$ cat config.mk
export PLATFORM = sky130hd
export DESIGN_NAME = frame_alloc
export DESIGN_NICKNAME = d
export VERILOG_FILES = /design/src/rtl/fa_pkg.sv /design/src/rtl/fa_head_decode.sv /design/src/rtl/fa_redir_ctr.sv /design/src/rtl/frame_alloc.sv
export SDC_FILE = /design/constraint.sdc
export NUM_CORES = 1
export LEC_CHECK = 0
export BUFFER_PORTS_ARGS = -buffer_cell sky130_fd_sc_hd__buf_4
export CORE_ASPECT_RATIO = 0.5
export CORE_UTILIZATION = 59
export CTS_BUF_LIST = sky130_fd_sc_hd__clkbuf_4 sky130_fd_sc_hd__clkbuf_8
export DETAILED_ROUTE_END_ITERATION = 10
export HOLD_SLACK_MARGIN = 0.08
export PLACE_DENSITY_LB_ADDON = 0.25
export SETUP_SLACK_MARGIN = 0.02
export SLEW_MARGIN = 10
export SYNTH_ARGS = -nofsm -noshare
export SYNTH_HDL_FRONTEND = slang
export SYNTH_HIERARCHICAL = 1
export SYNTH_SLANG_ARGS = --single-unit
$ cat constraint.sdc
create_clock -name clk -period 3.6 [get_ports clk]
set_input_delay 0.18 -clock clk [delete_from_list [all_inputs] [get_ports clk]]
set_output_delay 0.18 -clock clk [all_outputs]
set_load 0.01 [all_outputs]
$ cat src/rtl/fa_pkg.sv
package fa_pkg;
  typedef enum logic [3:0] {
    ST_IDLE,
    ST_HEAD_RD,
    ST_HEAD_WT,
    ST_NEXT_RD,
    ST_NEXT_WT,
    ST_PUT_LINK,
    ST_PUT_GLOB,
    ST_PUT_HEAD,
    ST_PUT_W0
  } fa_state_e;

  typedef enum logic [1:0] {
    TAG_FRAME,
    TAG_EMPTY,
    TAG_ALT
  } fa_tag_e;
endpackage

$ cat src/rtl/fa_head_decode.sv
module fa_head_decode
  import fa_pkg::*;
#(
  parameter int W     = 16,
  parameter int FSI_W = 8
) (
  input  logic [W-1:0] head,
  output fa_tag_e      tag,
  output logic [W-1:0] alt_fsi
);
  localparam logic [W-1:0] IDX_MASK = W'((1 << FSI_W) - 1);

  always_comb begin
    if (head[0])      tag = TAG_EMPTY;
    else if (head[1]) tag = TAG_ALT;
    else              tag = TAG_FRAME;
    alt_fsi = (head >> 2) & IDX_MASK;
  end
endmodule

$ cat src/rtl/fa_redir_ctr.sv
module fa_redir_ctr #(
  parameter int MAX_REDIR = 8
) (
  input  logic clk,
  input  logic rst_n,
  input  logic clear,
  input  logic step,
  output logic limit_hit
);
  localparam int CW = $clog2(MAX_REDIR + 1);
  localparam logic [CW-1:0] LIMIT = CW'(MAX_REDIR);

  logic [CW-1:0] cnt;

  always_ff @(posedge clk) begin
    if (!rst_n || clear) cnt <= '0;
    else if (step)       cnt <= cnt + 1'b1;
  end

  assign limit_hit = (cnt == LIMIT);
endmodule

$ cat src/rtl/frame_alloc.sv
module frame_alloc
  import fa_pkg::*;
#(
  parameter int            W          = 16,
  parameter int            FSI_W      = 8,
  parameter logic [15:0]   TABLE_BASE = 16'h0040,
  parameter int            MAX_REDIR  = 8
) (
  input  logic         clk,
  input  logic         rst_n,
  input  logic         cmd_valid,
  output logic         cmd_ready,
  input  logic         cmd_free,
  input  logic [W-1:0] cmd_fsi,
  input  logic [W-1:0] cmd_link,
  input  logic [W-1:0] cmd_global,
  input  logic [W-1:0] cmd_frame,
  output logic         done,
  output logic         fault,
  output logic [W-1:0] frame_ptr,
  output logic [W-1:0] fault_fsi,
  output logic         mem_valid,
  input  logic         mem_ready,
  output logic         mem_write,
  output logic [W-1:0] mem_addr,
  output logic [W-1:0] mem_wdata,
  input  logic         mem_rvalid,
  input  logic [W-1:0] mem_rdata
);
  localparam logic [W-1:0] IDX_MASK = W'((1 << FSI_W) - 1);
  localparam logic [W-1:0] BASE     = W'(TABLE_BASE);
  localparam logic [W-1:0] OFS_LINK = W'(3);
  localparam logic [W-1:0] OFS_GLOB = W'(2);

  fa_state_e    state;
  logic         op_free;
  logic [W-1:0] orig_idx, cur_idx, link_q, glob_q, frame_q, word_q;
  logic         done_q, fault_q;

  fa_tag_e      tag;
  logic [W-1:0] alt_idx;
  logic         ctr_clear, ctr_step, limit_hit;
  logic         accept, mem_fire;

  fa_head_decode #(.W(W), .FSI_W(FSI_W)) u_dec (
    .head    (mem_rdata),
    .tag     (tag),
    .alt_fsi (alt_idx)
  );

  fa_redir_ctr #(.MAX_REDIR(MAX_REDIR)) u_ctr (
    .clk       (clk),
    .rst_n     (rst_n),
    .clear     (ctr_clear),
    .step      (ctr_step),
    .limit_hit (limit_hit)
  );

  assign cmd_ready = (state == ST_IDLE);
  assign accept    = cmd_valid && cmd_ready;
  assign mem_fire  = mem_valid && mem_ready;
  assign ctr_clear = accept;
  assign ctr_step  = (state == ST_HEAD_WT) && mem_rvalid && !op_free &&
                     (tag == TAG_ALT) && !limit_hit;

  always_comb begin
    mem_valid = 1'b0;
    mem_write = 1'b0;
    mem_addr  = '0;
    mem_wdata = '0;
    unique case (state)
      ST_HEAD_RD: begin
        mem_valid = 1'b1;
        mem_addr  = BASE + cur_idx;
      end
      ST_NEXT_RD: begin
        mem_valid = 1'b1;
        mem_addr  = frame_q;
      end
      ST_PUT_LINK: begin
        mem_valid = 1'b1;
        mem_write = 1'b1;
        mem_addr  = frame_q - OFS_LINK;
        mem_wdata = link_q;
      end
      ST_PUT_GLOB: begin
        mem_valid = 1'b1;
        mem_write = 1'b1;
        mem_addr  = frame_q - OFS_GLOB;
        mem_wdata = glob_q;
      end
      ST_PUT_HEAD: begin
        mem_valid = 1'b1;
        mem_write = 1'b1;
        mem_addr  = BASE + cur_idx;
        mem_wdata = op_free ? frame_q : word_q;
      end
      ST_PUT_W0: begin
        mem_valid = 1'b1;
        mem_write = 1'b1;
        mem_addr  = frame_q;
        mem_wdata = word_q;
      end
      default: ;
    endcase
  end

  always_ff @(posedge clk) begin
    if (!rst_n) begin
      state    <= ST_IDLE;
      op_free  <= 1'b0;
      orig_idx <= '0;
      cur_idx  <= '0;
      link_q   <= '0;
      glob_q   <= '0;
      frame_q  <= '0;
      word_q   <= '0;
      done_q   <= 1'b0;
      fault_q  <= 1'b0;
    end else begin
      done_q  <= 1'b0;
      fault_q <= 1'b0;
      unique case (state)
        ST_IDLE: if (accept) begin
          op_free  <= cmd_free;
          orig_idx <= cmd_fsi & IDX_MASK;
          cur_idx  <= cmd_fsi & IDX_MASK;
          link_q   <= cmd_link;
          glob_q   <= cmd_global;
          frame_q  <= cmd_frame;
          state    <= ST_HEAD_RD;
        end
        ST_HEAD_RD: if (mem_fire) state <= ST_HEAD_WT;
        ST_HEAD_WT: if (mem_rvalid) begin
          if (op_free) begin
            word_q <= mem_rdata;
            state  <= ST_PUT_W0;
          end else begin
            unique case (tag)
              TAG_FRAME: begin
                frame_q <= mem_rdata;
                state   <= ST_NEXT_RD;
              end
              TAG_ALT: begin
                if (limit_hit) begin
                  done_q  <= 1'b1;
                  fault_q <= 1'b1;
                  state   <= ST_IDLE;
                end else begin
                  cur_idx <= alt_idx;
                  state   <= ST_HEAD_RD;
                end
              end
              default: begin
                done_q  <= 1'b1;
                fault_q <= 1'b1;
                state   <= ST_IDLE;
              end
            endcase
          end
        end
        ST_NEXT_RD: if (mem_fire) state <= ST_NEXT_WT;
        ST_NEXT_WT: if (mem_rvalid) begin
          word_q <= mem_rdata;
          state  <= ST_PUT_LINK;
        end
        ST_PUT_LINK: if (mem_fire) state <= ST_PUT_GLOB;
        ST_PUT_GLOB: if (mem_fire) state <= ST_PUT_HEAD;
        ST_PUT_W0:   if (mem_fire) state <= ST_PUT_HEAD;
        ST_PUT_HEAD: if (mem_fire) begin
          done_q <= 1'b1;
          state  <= ST_IDLE;
        end
        default: state <= ST_IDLE;
      endcase
    end
  end

  assign done      = done_q;
  assign fault     = fault_q;
  assign frame_ptr = frame_q;
  assign fault_fsi = orig_idx;
endmodule

==> impl_metrics.yaml <==
floorplanning:
  dieArea_mm2: 0.0103
  chipWidth_um: 142
  start_util_pct: 61.1
  pin_count: 155
  die_y_um: 72.2
  num_rows: 25
  placeableCoreArea_mm2: 0.00951
routing:
  drc: 0
  wl_per_cell_um: 18.0
  dr.pass1.iters: 7
  vias: 5829
  drt-initial-drc-count: 695
  finalWirelength_um: 17600
  via_per_inst: 5.97
  ant_nets: 0
sta:
  fin_crit_ns: 3.10
  fin_worst_skew_ns: 0.0109
  finalCritPeriodShare_pct: 86.1
  relSlewSlack_pct: 48.7
  rsz0062_at_grt: "no"
  setup_viol: 0
  hold_ws_ns: 0.0979
  drv_slew: 0
  hold_violations: 0
  fmax_ghz: 0.322
  tightest_slew_ns: 0.768
  fin_tns_setup_ns: 0
place:
  place_hpwl_um: 12000
  detailed_place.area_mm2: 0.00673
  portBuffers: 138
  place_congestion: 0.912
worst_setup_path:
  r2r_slack_ns: 1.05
  r2r-start: "u_ctr/cnt[0]"
  cp-end-kind: "primary output"
  critical_path_required_ns: 3.42
  worstPathMaxFanout: 11
  r2r_cells: 7
  r2r-end: "cur_idx[9]"
  worstSetupPathType: "flip-flop to primary output"
  worstSetupStartpointType: "flip-flop"
  cp.arrival_ns: 2.92
final_layout:
  final_util_pct: 77.2
  final_nets: 928
  diodes: 0
  final_cell_area_mm2: 0.00734
  area_delta_synth_final_pct: 26.5
  regArea_mm2: 0.00198
  layout-drive-gt1-share_pct: 22.4
  multiInputGateArea_mm2: 0.00340
  fillers: 697
logic_synthesis:
  synth_top_area_share_pct: 34.1
  synth.largest_area_cell: "dfxtp_1"
  yosys_most_used_dff: "dfxtp_1"
  synth.avg_cell_area_um2: 8.37
  postSynthCellCount: 694
  syn_area_mm2: 0.00581
  yosysUniqueCellTypes: 76
  async_flop_share_pct: 0
  synth-edff-count: 0
  ys_warn_count: 6
  ys_ff_latch: 99
  yosys-top-cells-area: "dfxtp_1 34%, nand2_1 10%, mux2i_1 7.6%"
  synth-seq-area-share_pct: 34.1
clocking:
  clock-sinks: 99
  h-tree-depth: 3
  cts_hold_buf: 41
  clkTransAtPathRegs_ns: 0.10
  clock_latency_ns: 0.37
  post_cts_buffers: 0
  cts.path.max_buffers: 2
  clockRootBuffer: "clkbuf_8"
  cts_tree: "done"
  cts-resized-gates: 0
  cts_made_buffers: 9
hold_path:
  whs_path_depth: 3
  min_from: "mem_rdata[10]"
  hp-class: "input port to flip-flop"
  hold_end: "word_q[10]"
grt:
  grt_pass1_wl_um: 26800
  grt_pass1_vias: 5188
  antenna_found_initial: 0
  grt_max_degree: 81
  grt_overflow: 0
  globalRouteTotalUtil_pct: 33.9
pwr:
  finalPower_mw: 4.57
  p_per_area_mw_per_mm2: 622
  power.leakage_nw: 3.23
  ir_drop_v: 0.000346
flow_run:
  cap_violations: 0
outcome:
  outcome: "finished, final reports clean"
synthesized netlist by cell type (all sizes together) (4+ instances only):
master	number
nand2	159
dfxtp	99
buf	50
mux2i	44
a21boi	42
clkbuf	26
o211a	24
nor2b	23
nor2	22
a21oi	17
a222oi	16
o21ai	15
inv	12
a22o	9
nand3	8
xnor2	8
o22ai	7
and3	6
ha	6
nor3	6
a221o	5
a31oi	5
and2	5
nand2b	5
nor4	5
nor4b	5
o31ai	5
xor2	5
or3	4
report_power, final:
part | switching (mW) | internal (mW) | leakage (nW)
clock | 0.429 | 0.284 | 0.0929
sequential | 0.340 | 1.33 | 0.809
combinational | 1.24 | 0.947 | 2.33
total | 2.01 | 2.56 | 3.23
layer usage:
| layer | up-vias | wire length [um] | track usage, % |
|---|---|---|---|
| met5 | - | 0 | 0 |
| met4 | 0 | 351 | 9.56 |
| met3 | 35 | 1570 | 6.14 |
| met2 | 315 | 7830 | 53.9 |
| met1 | 2761 | 7820 | 47.5 |
| li1 | 2718 | - | - |
layout make-up:
cell class,count,area share (%)
Multi-Input combinational cell,521,46.3
Sequential cell,99,27.0
Timing Repair Buffer,193,21.2
Tap cell,135,2.30
Clock buffer,10,1.87
Clock inverter,6,0.750
Inverter,12,0.613
cell usage in the layout, fill, tap and decap left out, types with 11 or more instances in the layout:
cell	instances
a21boi_0	42
a21oi_1	16
a222oi_1	16
buf_4	151
conb_1	16
dfxtp_1	99
dlygate4sd3_1	42
inv_1	11
mux2i_1	44
nand2_1	157
nor2_1	21
nor2b_1	22
o211a_1	24
o21ai_0	12
how the worst max path moves through the flow:
stage | endpoint | start | cells past startpoint
2_1_floorplan | mem_addr[13] | frame_ptr[2] | 8
3_3_place_gp | mem_addr[13] | frame_ptr[2] | 8
5_1_grt | mem_addr[13] | frame_ptr[2] | 8
3_5_place_dp | mem_addr[13] | frame_ptr[2] | 8
4_1_cts | mem_addr[13] | frame_ptr[2] | 8
6_report | mem_addr[13] | frame_ptr[2] | 8
logic make-up (layout without fill, tap and decap cells):
family	count (synthesis)	in the layout	synth area share (%)
AND/OR/NAND/NOR	270	270	22.9
XOR/XNOR	13	13	1.96
AO/OA/AOI/OAI	171	171	23.6
other	2	16	0.129
multiplexers	45	45	7.78
flip-flops	99	99	34.1
buffers and inverters	88	221	8.19
adder cells (fa/ha/maj)	6	6	1.29
flip-flops by register name, indices dropped and copies added (netlist names):
signal	cells
cur_idx	16
frame_ptr	16
glob_q	16
link_q	16
word_q	16
fault_fsi	8
state	4
u_ctr/cnt	4
done	1
fault	1
op_free	1
stage by stage:
stage               cells  worst slack (ns)
floorplan             708              1.28
global placement      918              1.00
detailed placement    918             0.975
CTS                   975             0.559
global route          976             0.322
finish                976             0.499
worst max-delay path: stages (launching register included):
cell and delay [ns]:
dfxtp_1 0.57, inv_1 0.11, ha_1 0.21, a2111oi_1 0.74, nand2b_1 0.25, a31oi_1 0.10
o31ai_1 0.23, o221ai_1 0.17, buf_4 0.17
No activity file was read; power rests on OpenSTA's default activity.
